## src/rtl/mnt_pkg.sv

```systemverilog
package mnt_pkg;
  typedef enum logic [1:0] {
    ST_IDLE = 2'd0,
    ST_PRE  = 2'd1,
    ST_DATA = 2'd2
  } mnt_state_e;

  localparam int          BYTE_W  = 8;
  localparam int          NIB_W   = 4;
  localparam logic [3:0]  NIB_PRE = 4'h5;
  localparam logic [3:0]  NIB_SFD = 4'hD;
endpackage

```

## src/rtl/mnt_rst_sync.sv

```systemverilog
module mnt_rst_sync #(
  parameter int STAGES = 2
) (
  input  logic clk,
  input  logic arst_n,
  output logic rst_n
);
  logic [STAGES-1:0] chain_q;

  always_ff @(posedge clk or negedge arst_n) begin
    if (!arst_n) chain_q <= '0;
    else         chain_q <= {chain_q[STAGES-2:0], 1'b1};
  end

  assign rst_n = chain_q[STAGES-1];
endmodule

```

## src/rtl/mnt_sync.sv

```systemverilog
module mnt_sync #(
  parameter int STAGES = 2
) (
  input  logic clk,
  input  logic rst_n,
  input  logic d_async,
  output logic q
);
  logic [STAGES-1:0] chain_q;

  always_ff @(posedge clk or negedge rst_n) begin
    if (!rst_n) chain_q <= '0;
    else        chain_q <= {chain_q[STAGES-2:0], d_async};
  end

  assign q = chain_q[STAGES-1];
endmodule

```

## src/rtl/mnt_tx_ctrl.sv

```systemverilog
module mnt_tx_ctrl
  import mnt_pkg::*;
#(
  parameter int PRE_BYTES = 7
) (
  input  logic              clk,
  input  logic              rst_n,
  input  logic              full_duplex,
  input  logic              col_sync,
  input  logic              s_valid,
  input  logic [BYTE_W-1:0] s_data,
  input  logic              s_sof,
  input  logic              s_eof,
  output logic              s_ready,
  output logic [NIB_W-1:0]  txd,
  output logic              txen,
  output logic              col_abort
);
  localparam int             PRE_NIB  = 2 * (PRE_BYTES + 1);
  localparam int             CNT_W    = $clog2(PRE_NIB);
  localparam logic [CNT_W-1:0] CNT_LAST = CNT_W'(PRE_NIB - 1);

  mnt_state_e        st_q, st_d;
  logic [CNT_W-1:0]  cnt_q, cnt_d;
  logic [BYTE_W-1:0] byte_q, byte_d;
  logic              hi_q, hi_d;
  logic              last_q, last_d;
  logic [NIB_W-1:0]  txd_q, txd_d;
  logic              txen_q, txen_d;
  logic              abort_q, abort_d;
  logic              col_hit;
  logic              load_en;

  assign col_hit = col_sync && !full_duplex;

  // next-state logic
  always_comb begin
    st_d    = st_q;
    cnt_d   = cnt_q;
    hi_d    = hi_q;
    last_d  = last_q;
    load_en = 1'b0;
    s_ready = 1'b0;
    abort_d = 1'b0;
    unique case (st_q)
      ST_IDLE: begin
        if (s_valid && !s_sof) begin
          s_ready = 1'b1;
        end else if (s_valid && s_sof && !col_hit) begin
          st_d  = ST_PRE;
          cnt_d = '0;
        end
      end
      ST_PRE: begin
        if (col_hit) begin
          st_d    = ST_IDLE;
          abort_d = 1'b1;
        end else if (cnt_q == CNT_LAST) begin
          if (s_valid) begin
            s_ready = 1'b1;
            load_en = 1'b1;
            st_d    = ST_DATA;
          end else begin
            st_d = ST_IDLE;
          end
        end else begin
          cnt_d = cnt_q + 1'b1;
        end
      end
      ST_DATA: begin
        if (col_hit) begin
          st_d    = ST_IDLE;
          abort_d = 1'b1;
        end else if (!hi_q) begin
          hi_d = 1'b1;
        end else if (last_q) begin
          st_d = ST_IDLE;
        end else if (s_valid && !s_sof) begin
          s_ready = 1'b1;
          load_en = 1'b1;
        end else begin
          st_d = ST_IDLE;
        end
      end
      default: st_d = ST_IDLE;
    endcase
    if (load_en) begin
      hi_d   = 1'b0;
      last_d = s_eof;
    end
  end

  assign byte_d = load_en ? s_data : byte_q;

  // registered output decode of the next state
  always_comb begin
    txen_d = (st_d != ST_IDLE);
    unique case (st_d)
      ST_PRE:  txd_d = (cnt_d == CNT_LAST) ? NIB_SFD : NIB_PRE;
      ST_DATA: txd_d = hi_d ? byte_d[7:4] : byte_d[3:0];
      default: txd_d = '0;
    endcase
  end

  // state registers
  always_ff @(posedge clk or negedge rst_n) begin
    if (!rst_n) begin
      st_q    <= ST_IDLE;
      cnt_q   <= '0;
      hi_q    <= 1'b0;
      last_q  <= 1'b0;
      txd_q   <= '0;
      txen_q  <= 1'b0;
      abort_q <= 1'b0;
    end else begin
      st_q    <= st_d;
      cnt_q   <= cnt_d;
      hi_q    <= hi_d;
      last_q  <= last_d;
      txd_q   <= txd_d;
      txen_q  <= txen_d;
      abort_q <= abort_d;
    end
  end

  always_ff @(posedge clk or negedge rst_n) begin
    if (!rst_n)       byte_q <= '0;
    else if (load_en) byte_q <= byte_d;
  end

  assign txd       = txd_q;
  assign txen      = txen_q;
  assign col_abort = abort_q;

  AST_IDLE_TXD_ZERO: assert property (@(posedge clk) disable iff (!rst_n)
    !txen_q |-> (txd_q == '0));
  AST_FIRST_NIB_PRE: assert property (@(posedge clk) disable iff (!rst_n)
    $rose(txen_q) |-> (txd_q == NIB_PRE));
  AST_READY_NEEDS_VALID: assert property (@(posedge clk) disable iff (!rst_n)
    s_ready |-> s_valid);
  AST_ABORT_ONE_CYCLE: assert property (@(posedge clk) disable iff (!rst_n)
    abort_q |=> !abort_q);
  AST_ABORT_TXEN_LOW: assert property (@(posedge clk) disable iff (!rst_n)
    abort_q |-> !txen_q);
  AST_NO_START_IN_COL: assert property (@(posedge clk) disable iff (!rst_n)
    (col_sync && !full_duplex && !txen_q) |=> !txen_q);
  AST_FD_NO_ABORT: assert property (@(posedge clk) disable iff (!rst_n)
    $past(full_duplex) |-> !abort_q);
endmodule

```

## src/rtl/mii_nibble_tx.sv

```systemverilog
module mii_nibble_tx #(
  parameter int PRE_BYTES   = 7,
  parameter int SYNC_STAGES = 2
) (
  input  logic       tx_clk,
  input  logic       tx_rst_n,
  input  logic       full_duplex,
  input  logic       col_in,
  input  logic       s_valid,
  output logic       s_ready,
  input  logic [7:0] s_data,
  input  logic       s_sof,
  input  logic       s_eof,
  output logic [3:0] txd,
  output logic       txen,
  output logic       col_abort
);
  logic rst_n;
  logic col_sync;

  mnt_rst_sync #(.STAGES(SYNC_STAGES)) u_rst_sync (
    .clk    (tx_clk),
    .arst_n (tx_rst_n),
    .rst_n  (rst_n)
  );

  mnt_sync #(.STAGES(SYNC_STAGES)) u_col_sync (
    .clk     (tx_clk),
    .rst_n   (rst_n),
    .d_async (col_in),
    .q       (col_sync)
  );

  mnt_tx_ctrl #(.PRE_BYTES(PRE_BYTES)) u_ctrl (
    .clk         (tx_clk),
    .rst_n       (rst_n),
    .full_duplex (full_duplex),
    .col_sync    (col_sync),
    .s_valid     (s_valid),
    .s_data      (s_data),
    .s_sof       (s_sof),
    .s_eof       (s_eof),
    .s_ready     (s_ready),
    .txd         (txd),
    .txen        (txen),
    .col_abort   (col_abort)
  );
endmodule

```

## config.mk

```make
export PLATFORM = sky130hd
export DESIGN_NAME = mii_nibble_tx
export DESIGN_NICKNAME = d
export VERILOG_FILES = /design/src/rtl/mnt_pkg.sv /design/src/rtl/mnt_rst_sync.sv /design/src/rtl/mnt_sync.sv /design/src/rtl/mnt_tx_ctrl.sv /design/src/rtl/mii_nibble_tx.sv
export SDC_FILE = /design/constraint.sdc
export NUM_CORES = 1
export LEC_CHECK = 0
export BUFFER_PORTS_ARGS = -buffer_cell sky130_fd_sc_hd__buf_4
export CORE_MARGIN = 2
export CORE_UTILIZATION = 59
export CTS_BUF_LIST = sky130_fd_sc_hd__clkbuf_16
export CTS_CLUSTER_DIAMETER = 120
export DETAILED_ROUTE_END_ITERATION = 8
export PLACE_DENSITY = 0.86
export SLEW_MARGIN = 25
export SYNTH_ARGS = -nofsm -noshare
export SYNTH_HDL_FRONTEND = slang
export SYNTH_SLANG_ARGS = --single-unit
export TNS_END_PERCENT = 30
```

## constraint.sdc

```tcl
create_clock -name tx_clk -period 2.8 [get_ports tx_clk]
set_input_delay 0.28 -clock tx_clk [delete_from_list [all_inputs] [get_ports tx_clk]]
set_output_delay 0.28 -clock tx_clk [all_outputs]
set_load 0.01 [all_outputs]
```

==> flow_metrics.env <==
export IMPL_p_int_uw=936
export IMPL_design_core_area_mm2=0.00221
export IMPL_timing_worst_setup_path_type="reg -> reg"
export IMPL_cts_max_path_buffers=2
export IMPL_final_hold_viol_count=0
export IMPL_tns_ns=0
export IMPL_post_cts_buffers=0
export IMPL_multi_input_area_um2=662
export IMPL_drt_initial_drc_count=10
export IMPL_nets=180
export IMPL_diodes=0
export IMPL_avgSynthCellArea_um2=10.3
export IMPL_seq_area_um2=652
export IMPL_grt_ovfl_total=0
export IMPL_synth_async_reset_ratio=1.00
export IMPL_htreeDepth=1
export IMPL_syn_inst=133
export IMPL_rsz0062_at_grt="no"
export IMPL_crit_buf_inv=1
export IMPL_drv_slew=0
export IMPL_swShare=0.322
export IMPL_die_y_um=52.2
export IMPL_dp_cells=179
export IMPL_drc=0
export IMPL_utilization=0.748
export IMPL_rrSetupSlack_ns=0.42
export IMPL_crit_cells=8
export IMPL_status="finished clean"
export IMPL_finalWirelength_um=2740
export IMPL_cts_root_buf="clkbuf_16"
export IMPL_syn_nets=156
export IMPL_final_cell_mix="nand2_1 (32), dfrtp_1 (25), buf_4 (22), ha_1 (8), inv_1 (7)"
export IMPL_reg2reg_to="u_ctrl.txd[0]"
export IMPL_cts_made_buffers=3
export IMPL_antenna_found_initial=0
export IMPL_yosysWarnings=0
export IMPL_gp_congestion=0.814
export IMPL_place_hpwl_um=2000
export IMPL_cpPeakStageDelay_ns=0.43
export IMPL_drive_above_1_share=0.237
export IMPL_power_frac_comb=0.325
export IMPL_ir_worst_vdd_uv=634
export IMPL_pwr_share_clk=0.295
export IMPL_holdPathStages=1
export IMPL_synth_top_flop_cell="dfrtp_1"
export IMPL_synth_edf_count=0
export IMPL_path_cells="inv_1 -> ha_1 -> a22o_1 -> nand3_1 -> a31o_1 -> ha_1 -> nand2_1 -> o311ai_1"
export IMPL_fp_dieW_um=52.2
export IMPL_ios=22
export IMPL_grt_pass1_vias=1095
export IMPL_worstPathRequired_ns=2.95
export IMPL_leakage_nw=0.836
export IMPL_ant_nets=0
export IMPL_grtUsageTotal=0.239
export IMPL_timing_rr_start="u_ctrl.st_q[1]"
export IMPL_start_util=0.620
export IMPL_grt_start_max_net_pins=25
export IMPL_nFillCells=169
export IMPL_p_switching_uw=445
export IMPL_vias_per_cell=5.84
export IMPL_syn_area_mm2=0.00137
export IMPL_grt_pass1_wl_um=4700
export IMPL_port_buffers=21
export IMPL_start_kind="flip-flop"
export IMPL_die_area_mm2=0.00273
export IMPL_cap_violations=0
export IMPL_finalCritPeriodShare=0.848
export IMPL_worst_path_max_delay_cell="dfrtp_1"
export IMPL_min_path_type="in -> reg"
export IMPL_worstPathArrival_ns=2.53
export IMPL_clk_pin_slew_ns=0.06
export IMPL_clock_sinks=26
export IMPL_num_vias=1074
export IMPL_cts_tree="yes"
export IMPL_final_common_cell="nand2_1"
export IMPL_r2r_cells=8
export IMPL_ys_ff_latch=26
export IMPL_crit_fanout=12
export IMPL_ys_seq_area_frac=0.474
export IMPL_finalCriticalPeriod_ns=2.38
export IMPL_hold_start="col_in"
export IMPL_worst_path_most_repeated_cell="ha_1"
export IMPL_max_freq_mhz=421
export IMPL_rows=17
export IMPL_timing_max_slew_rel_slack=0.659
export IMPL_total_power_mw=1.38
export IMPL_crit_family="compound AO/OA/AOI/OAI gates"
export IMPL_area_growth_syn_to_layout_pct=20.7
export IMPL_insertion_delay_ns=0.26
export IMPL_fin_skew_ns=0.00327
export IMPL_holdPathEnd="u_col_sync.chain_q[0]"
export IMPL_setup_viol=0
export IMPL_end_kind="flip-flop"
export IMPL_dr_pass1_iters=4
export IMPL_instances_no_fill=184
export IMPL_power_density_mw_per_mm2=834
export IMPL_detail_route_wl_per_cell_um=14.9
export IMPL_worstMarginPinSlew_ns=0.511
export IMPL_ys_types=40
export IMPL_seqPwrFrac=0.379
synthesized netlist by cell type (2+ instances only):
master | number | area [µm²]
inv_1 | 7 | 26.3
mux2i_1 | 3 | 30.0
o211ai_1 | 3 | 22.5
a21oi_1 | 3 | 15.0
ha_1 | 8 | 100
nand4_2 | 2 | 25.0
and3_1 | 2 | 12.5
buf_2 | 2 | 10.0
nand3_1 | 4 | 20.0
nor2b_1 | 2 | 12.5
nand2b_1 | 2 | 12.5
a31oi_1 | 4 | 25.0
nand2_1 | 32 | 120
dfrtp_1 | 26 | 651
buf_6 | 2 | 22.5
nand4_1 | 5 | 31.3
nor2_1 | 2 | 7.51
o311ai_1 | 2 | 17.5
sequential cells by signal, indices dropped and copies added (netlist names):
signal and cells:
u_ctrl.byte_q 8, u_ctrl.cnt_q 4, u_ctrl.txd 4, u_col_sync.chain_q 2, u_ctrl.st_q 2, u_rst_sync.chain_q 2, u_ctrl.col_abort 1, u_ctrl.hi_q 1
u_ctrl.last_q 1, u_ctrl.txen 1
how the worst max path moves through the flow:
stage	slack, ns	endpoint	startpoint
CTS	0.42	u_ctrl.txd[0]	u_ctrl.st_q[1]
finish	0.42	u_ctrl.txd[0]	u_ctrl.st_q[1]
global route	0.23	u_ctrl.txd[0]	u_ctrl.st_q[1]
floorplan	0.74	u_ctrl.txd[0]	u_ctrl.st_q[1]
global placement	0.60	u_ctrl.txd[0]	u_ctrl.st_q[1]
detailed placement	0.42	u_ctrl.txd[0]	u_ctrl.st_q[1]
metal layers:
| layer | vias up | part of all wire | GRT usage | routed length [µm] |
|---|---|---|---|---|
| li1 | 517 | - | - | - |
| met1 | 516 | 0.43 | 0.284 | 1180 |
| met2 | 34 | 0.51 | 0.428 | 1390 |
| met3 | 7 | 0.041 | 0.0343 | 112 |
| met4 | 0 | 0.021 | 0.103 | 57 |
| met5 | - | 0 | 0 | 0 |
power by group through the flow:
stage	sequential, mW	combinational, mW	clock [mW]
after floorplan	0.524	0.302	0
after global placement	0.521	0.416	0
after detailed placement	0.527	0.441	0
after CTS	0.522	0.448	0.413
after global routing	0.535	0.499	0.424
final	0.524	0.449	0.407
area by class of cell:
cell class	count	area share
multi-input combinational	96	0.400
sequential	26	0.394
timing repair buffer	23	0.106
clock buffer	3	0.0454
tap	28	0.0212
clock inverter	1	0.0181
inverter	7	0.0159
timing repair:
item / 4_1_cts / 5_1_grt
hold buffers: 1 / 0
hold endpoints to repair: 2 / 0
gates resized for setup: 0 / 0
metrics by stage:
stage | worst slack, ns | hold WS (ns) | area [µm²]
6_report | 0.425 | 0.125 | 1660
5_1_grt | 0.233 | 0.116 | 1660
2_1_floorplan | 0.738 | -0.0156 | 1370
4_1_cts | 0.424 | 0.122 | 1650
3_5_place_dp | 0.423 | 0.0629 | 1540
3_3_place_gp | 0.596 | 0.0620 | 1540
kinds of logic after synthesis:
family | Yosys count | share of synthesized area
other cells | 1 | 0.00273
compound gates | 26 | 0.159
fa+ha+maj | 8 | 0.0730
mux | 5 | 0.0383
flops | 26 | 0.474
simple gates | 56 | 0.210
buf+inv | 11 | 0.0429
(Power assumes the default switching activity.)
